--- config.mk ---
export PLATFORM = sky130hd
export DESIGN_NAME = secded_codec
export DESIGN_NICKNAME = d
export VERILOG_FILES = /design/src/rtl/secded_pkg.sv /design/src/rtl/secded_enc.sv /design/src/rtl/secded_dec.sv /design/src/rtl/secded_pipe.sv /design/src/rtl/secded_codec.sv
export SDC_FILE = /design/constraint.sdc
export NUM_CORES = 1
export LEC_CHECK = 0
export BUFFER_PORTS_ARGS = -buffer_cell sky130_fd_sc_hd__buf_2
export CAP_MARGIN = 15
export CORE_ASPECT_RATIO = 0.75
export CORE_MARGIN = 3
export CORE_UTILIZATION = 35
export CTS_BUF_LIST = sky130_fd_sc_hd__clkbuf_4 sky130_fd_sc_hd__clkbuf_8
export CTS_CLUSTER_SIZE = 16
export DETAILED_ROUTE_END_ITERATION = 6
export SYNTH_ARGS = -nofsm -noshare
export SYNTH_HDL_FRONTEND = slang
export SYNTH_HIERARCHICAL = 1
export SYNTH_SLANG_ARGS = --single-unit
--- constraint.sdc ---
create_clock -name clk -period 4.34 [get_ports clk]
set_input_delay 0.217 -clock clk [delete_from_list [all_inputs] [get_ports clk]]
set_output_delay 0.217 -clock clk [all_outputs]
set_load 0.01 [all_outputs]
--- src/rtl/secded_pkg.sv ---
// Package: shared widths, types and constant helpers for the 16-to-22 SECDED codec.
// Assumes a Hamming word indexed 1..HAM_W, with checks at power-of-two positions.
package secded_pkg;

    localparam int unsigned DATA_W = 16;
    localparam int unsigned CHK_W  = 5;
    localparam int unsigned HAM_W  = DATA_W + CHK_W;
    localparam int unsigned CODE_W = HAM_W + 1;

    typedef logic [DATA_W-1:0] data_t;
    typedef logic [CODE_W-1:0] code_t;
    typedef logic [HAM_W:1]    ham_t;
    typedef logic [CHK_W-1:0]  syn_t;

    typedef enum logic [1:0] {
        ST_CLEAN   = 2'd0,
        ST_FIX_PAR = 2'd1,
        ST_FIX_BIT = 2'd2,
        ST_BAD     = 2'd3
    } dec_state_e;

    // True when p is a nonzero power of two (a check position).
    function automatic bit is_pow2(int unsigned p);
        return (p != 0) && ((p & (p - 1)) == 0);
    endfunction

    // Index of the data bit held at Hamming position p (p must not be a power of two).
    function automatic int unsigned data_idx(int unsigned p);
        int unsigned cnt;
        cnt = 0;
        for (int unsigned q = 1; q < p; q++) begin
            if (!is_pow2(q)) cnt++;
        end
        return cnt;
    endfunction

    // Mask of the Hamming positions covered by check bit k.
    function automatic ham_t cover_mask(int unsigned k);
        ham_t m;
        for (int unsigned p = 1; p <= HAM_W; p++) begin
            m[p] = ((p >> k) & 1) != 0;
        end
        return m;
    endfunction

endpackage

--- src/rtl/secded_enc.sv ---
// Module: secded_enc
// Places 16 data bits into a 21-bit Hamming word, fills the five checks and appends
// the overall parity bit. Purely combinational; no clock.
module secded_enc
    import secded_pkg::*;
(
    input  data_t data_i,
    output code_t code_o
);

    ham_t ham_data;
    ham_t ham_full;
    syn_t chk_bits;

    // Spread the data over the non-check positions; check positions start at zero.
    for (genvar p = 1; p <= HAM_W; p++) begin : g_place
        if (is_pow2(p)) begin : g_chk
            assign ham_data[p] = 1'b0;
            assign ham_full[p] = chk_bits[$clog2(p)];
        end else begin : g_dat
            assign ham_data[p] = data_i[data_idx(p)];
            assign ham_full[p] = data_i[data_idx(p)];
        end
    end

    // Each check bit is the parity of the data bits in its coverage group.
    for (genvar k = 0; k < CHK_W; k++) begin : g_chk_calc
        assign chk_bits[k] = ^(ham_data & cover_mask(k));
    end

    // Overall parity sits above the Hamming word so the full word XORs to zero.
    assign code_o = {^ham_full, ham_full};

endmodule

--- src/rtl/secded_dec.sv ---
// Module: secded_dec
// Computes the syndrome and overall parity of a 22-bit word, repairs a single bit error,
// and flags words that cannot be repaired (double errors, out-of-range syndromes).
// Purely combinational.
module secded_dec
    import secded_pkg::*;
(
    input  code_t code_i,
    output data_t data_o,
    output logic  corr_o,
    output logic  uncorr_o
);

    ham_t       ham_rx;
    ham_t       flip_mask;
    ham_t       ham_fix;
    syn_t       syn;
    logic       par_bad;
    logic       syn_in_range;
    data_t      data_raw;
    dec_state_e state;

    assign ham_rx  = code_i[HAM_W-1:0];
    assign par_bad = ^code_i;

    // Syndrome bit k rechecks the coverage group of check k.
    for (genvar k = 0; k < CHK_W; k++) begin : g_syn
        assign syn[k] = ^(ham_rx & cover_mask(k));
    end

    // One-hot decode of the syndrome onto Hamming positions.
    for (genvar p = 1; p <= HAM_W; p++) begin : g_flip
        assign flip_mask[p] = (syn == syn_t'(p));
    end

    assign syn_in_range = (syn <= syn_t'(HAM_W));

    // Classify the received word from syndrome and overall parity.
    always_comb begin
        if (syn == '0) begin
            state = par_bad ? ST_FIX_PAR : ST_CLEAN;
        end else if (par_bad && syn_in_range) begin
            state = ST_FIX_BIT;
        end else begin
            state = ST_BAD;
        end
    end

    // Flip the named bit only when a single in-range error was found.
    assign ham_fix = ham_rx ^ ((state == ST_FIX_BIT) ? flip_mask : '0);

    // Gather the data bits back from their Hamming positions.
    for (genvar p = 1; p <= HAM_W; p++) begin : g_pick
        if (!is_pow2(p)) begin : g_dat
            assign data_raw[data_idx(p)] = ham_fix[p];
        end
    end

    assign data_o   = (state == ST_BAD) ? '0 : data_raw;
    assign corr_o   = (state == ST_FIX_PAR) || (state == ST_FIX_BIT);
    assign uncorr_o = (state == ST_BAD);

endmodule

--- src/rtl/secded_pipe.sv ---
// Module: secded_pipe
// Optional output stage: a register with synchronous active-low reset when REG_EN is set,
// a plain wire otherwise.
module secded_pipe #(
    parameter int unsigned WIDTH  = 8,
    parameter bit          REG_EN = 1'b1
) (
    input  logic             clk,
    input  logic             rst_n,
    input  logic [WIDTH-1:0] d_i,
    output logic [WIDTH-1:0] q_o
);

    if (REG_EN) begin : g_reg
        // Capture the result each cycle; reset clears it.
        always_ff @(posedge clk) begin
            if (!rst_n) q_o <= '0;
            else        q_o <= d_i;
        end
    end else begin : g_wire
        logic unused_clk_rst;
        assign unused_clk_rst = clk ^ rst_n;
        assign q_o = d_i;
    end

endmodule

--- src/rtl/secded_codec.sv ---
// Module: secded_codec
// Top level: an independent encoder and decoder, each followed by the optional
// output stage chosen by OUT_REG. Assumes inputs are stable around the clock edge.
module secded_codec
    import secded_pkg::*;
#(
    parameter bit OUT_REG = 1'b1
) (
    input  logic              clk,
    input  logic              rst_n,
    input  logic [DATA_W-1:0] enc_data_i,
    output logic [CODE_W-1:0] enc_code_o,
    input  logic [CODE_W-1:0] dec_code_i,
    output logic [DATA_W-1:0] dec_data_o,
    output logic              dec_corr_o,
    output logic              dec_uncorr_o
);

    localparam int unsigned DEC_OUT_W = DATA_W + 2;

    code_t enc_code_c;
    data_t dec_data_c;
    logic  dec_corr_c;
    logic  dec_uncorr_c;

    secded_enc u_enc (
        .data_i (enc_data_i),
        .code_o (enc_code_c)
    );

    secded_dec u_dec (
        .code_i   (dec_code_i),
        .data_o   (dec_data_c),
        .corr_o   (dec_corr_c),
        .uncorr_o (dec_uncorr_c)
    );

    secded_pipe #(.WIDTH(CODE_W), .REG_EN(OUT_REG)) u_enc_pipe (
        .clk   (clk),
        .rst_n (rst_n),
        .d_i   (enc_code_c),
        .q_o   (enc_code_o)
    );

    secded_pipe #(.WIDTH(DEC_OUT_W), .REG_EN(OUT_REG)) u_dec_pipe (
        .clk   (clk),
        .rst_n (rst_n),
        .d_i   ({dec_uncorr_c, dec_corr_c, dec_data_c}),
        .q_o   ({dec_uncorr_o, dec_corr_o, dec_data_o})
    );

endmodule

==> metrics.txt <==
status=complete, no violations; fraction of synthesized area in multiplexers=0%; most frequent cells after synthesis=xnor2_1, dfxtp_1, and2_2; hpwl dp=4459 µm; synth unique cells=33; worst hold slack=0.1746 ns; antenna-violating nets left=0; Via Count=1737; chip width=104.0 µm; GRT Residual Overflow=0; Tightest Pin Transition=0.6193 ns; Pleak=1.310 nW; DR pass1 iterations=4; Synth Area in Simple Gates=19.47%; Post-Synthesis Cells=235; Final min period=3.525 ns; final total power=1.347 mW; IO buf count=79; Crit Path Category=in -> reg; clk buf depth=2; leading area contributor after synthesis=dfxtp_1; worst hold start=enc_data_i[12]; initial antenna violation count=0; Post-Syn Area=0.002519 mm²; Synth Area in Adders=0.9935%; sequential area share after synthesis=31.79%; top-area cell type share of the netlist area=31.79%; fin. max-slew vios=0; XOR/XNOR share of the synthesized area=33.73%; share of layout cells above drive strength 1=43.00%; setup TNS=0 ns; Sink Count=40; largest family of logic cells by synthesized area=XOR/XNOR gates; GPL Wtd Cong=0.8357; synthesized area per cell=10.72 µm²; power per cell area=455.7 mW/mm²; Synth Flop Type=dfxtp_1; number of top-level pins=80; Max Cap Viol=0; Setup crit end kind=flip-flop; Detailed Route WL=5502 µm; Critical path origin=dec_code_i[2]; total track usage=13.29%; ys async rst share=0%; Crit path arrival time=3.75 ns; Final setup violation count=0; CTS Buf Count=5; H-tree lvl count=2; period utilisation layout=81.23%; largest net degree at the start of global routing=41; Post-synth EDFFs=0; Yosys warnings=6; Critical Path RT=4.56 ns; CTS tree=yes; post-CTS sizing=0; top post-synthesis cells by area=dfxtp_1, xnor2_1, and2_2; setup bufs post-CTS=0; drt drc=0; Max Clock Freq=283.7 MHz; startpoint types=primary input; Syn-to-layout area delta=17.39%; Seq cells post-synth=40; Worst VDD drop=0.1677 mV; Final Net Count=342; Compound-Gate Fraction of Synth Area=7.601%; largest fanout on the critical path=10; Root Driver=clkbuf_8; area post-placement=0.002875 mm²; post-synth net total=277; Final Instance Area=0.002957 mm²; vias in the first global route=1667; clock-pin slew on the worst setup and hold paths=0.07 ns; full die area=0.008261 mm²; initial DRC count=117; Starting Density=36.52%; first-pass GRT wire length=8645 µm; Rel. slew slack=58.61%; RSZ-0062 raised after global routing=no; Layout fillers=697; cell with the most instances after synthesis=xnor2_1; n_diodes=0; Post-CTS Hold Buffers=0; die height=79.47 µm; vias per cell=4.364; Fin. Hold Viols=0; Site Rows=26; hold crit path type=in -> reg; WL per Instance=13.82 µm; core box area=0.006897 mm²
## layer usage
metal | routed length (µm) | vias up | GRT usage, % | part of all wire [%]
met5 | 0 | - | 0 | 0
li1 | - | 899 | - | -
met1 | 2760 | 779 | 19.77 | 50
met2 | 2284 | 57 | 18.81 | 42
met4 | 31 | 0 | 3.187 | 0.56
met3 | 425 | 2 | 3.719 | 7.7
## worst paths after layout
check,cells after the start,slack (ns),endpoint
max,13,0.81,u_dec_pipe/q_o[10]$_SDFF_PN0_
min,2,0.17,u_enc_pipe/q_o[17]$_SDFF_PN0_
## placed cells by master, fill, tap and decap left out, drive strengths merged
cell type  Yosys  layout
xor2          12      12
nand3          7       7
a21oi          5       5
or3            8       8
nand2b         1       1
o311ai         1       1
o31ai          2       2
o21a           1       1
nand2          2       2
clkbuf         1       6
o311a          1       1
xor3           2       2
nor2          13      13
clkinv         0       1
or4            2       2
ha             2       2
buf           20      79
xnor3         10      10
dfxtp         40      40
xnor2         47      47
and2          43      43
or3b           1       1
a2111oi       11      11
o21ai          3       3
## flip-flops by register name, summed over array words and instances, names as in the netlist
signal          cells
u_dec_pipe/q_o     18
u_enc_pipe/q_o     22
## critical path: stages
cell and delay, ns:
buf_2 0.12, xnor3_1 0.41, xor2_1 0.33, xor2_2 0.44, nand3_1 0.18, o21a_1 0.16
o311ai_0 0.33, ha_1 0.23, nand2_1 0.22, or3_4 0.45, or3_1 0.35, a21oi_1 0.15
and2_2 0.15
## cells by family after synthesis
logic type                 after synthesis
and+or+nand+nor                         77
xor gates and xnor gates                71
DFF                                     40
AOI/OAI and AO/OA                       24
buffers and inverters                   21
adders and majority gates                2
## cell type report
type                    count  area (µm²)  share of cell area (%)
clock buffers               6       76.32                   2.581
multi-input cells         174        1556                   52.64
clock inverters             1       5.005                  0.1693
repair buffers             79       395.4                   13.37
flip-flops and latches     40       800.8                   27.08
well taps                  98       122.6                   4.147
## report_power, final
group	internal (mW)	leakage [nW]	switching [mW]
clock	0.115	0.0445	0.115
sequential	0.433	0.331	0.0134
combinational	0.297	0.935	0.373
## metrics by stage
stage / cells / setup slack, ns / utilization, %
after floorplan: 235 / 1.011 / -
after global placement: 391 / 0.6064 / 41.69
after detailed placement: 391 / 0.5451 / 41.69
after CTS: 398 / 0.8510 / 42.87
after global routing: 398 / 0.3963 / 42.87
final: 398 / 0.8147 / 42.87
Power figures use the tool's default switching activity.
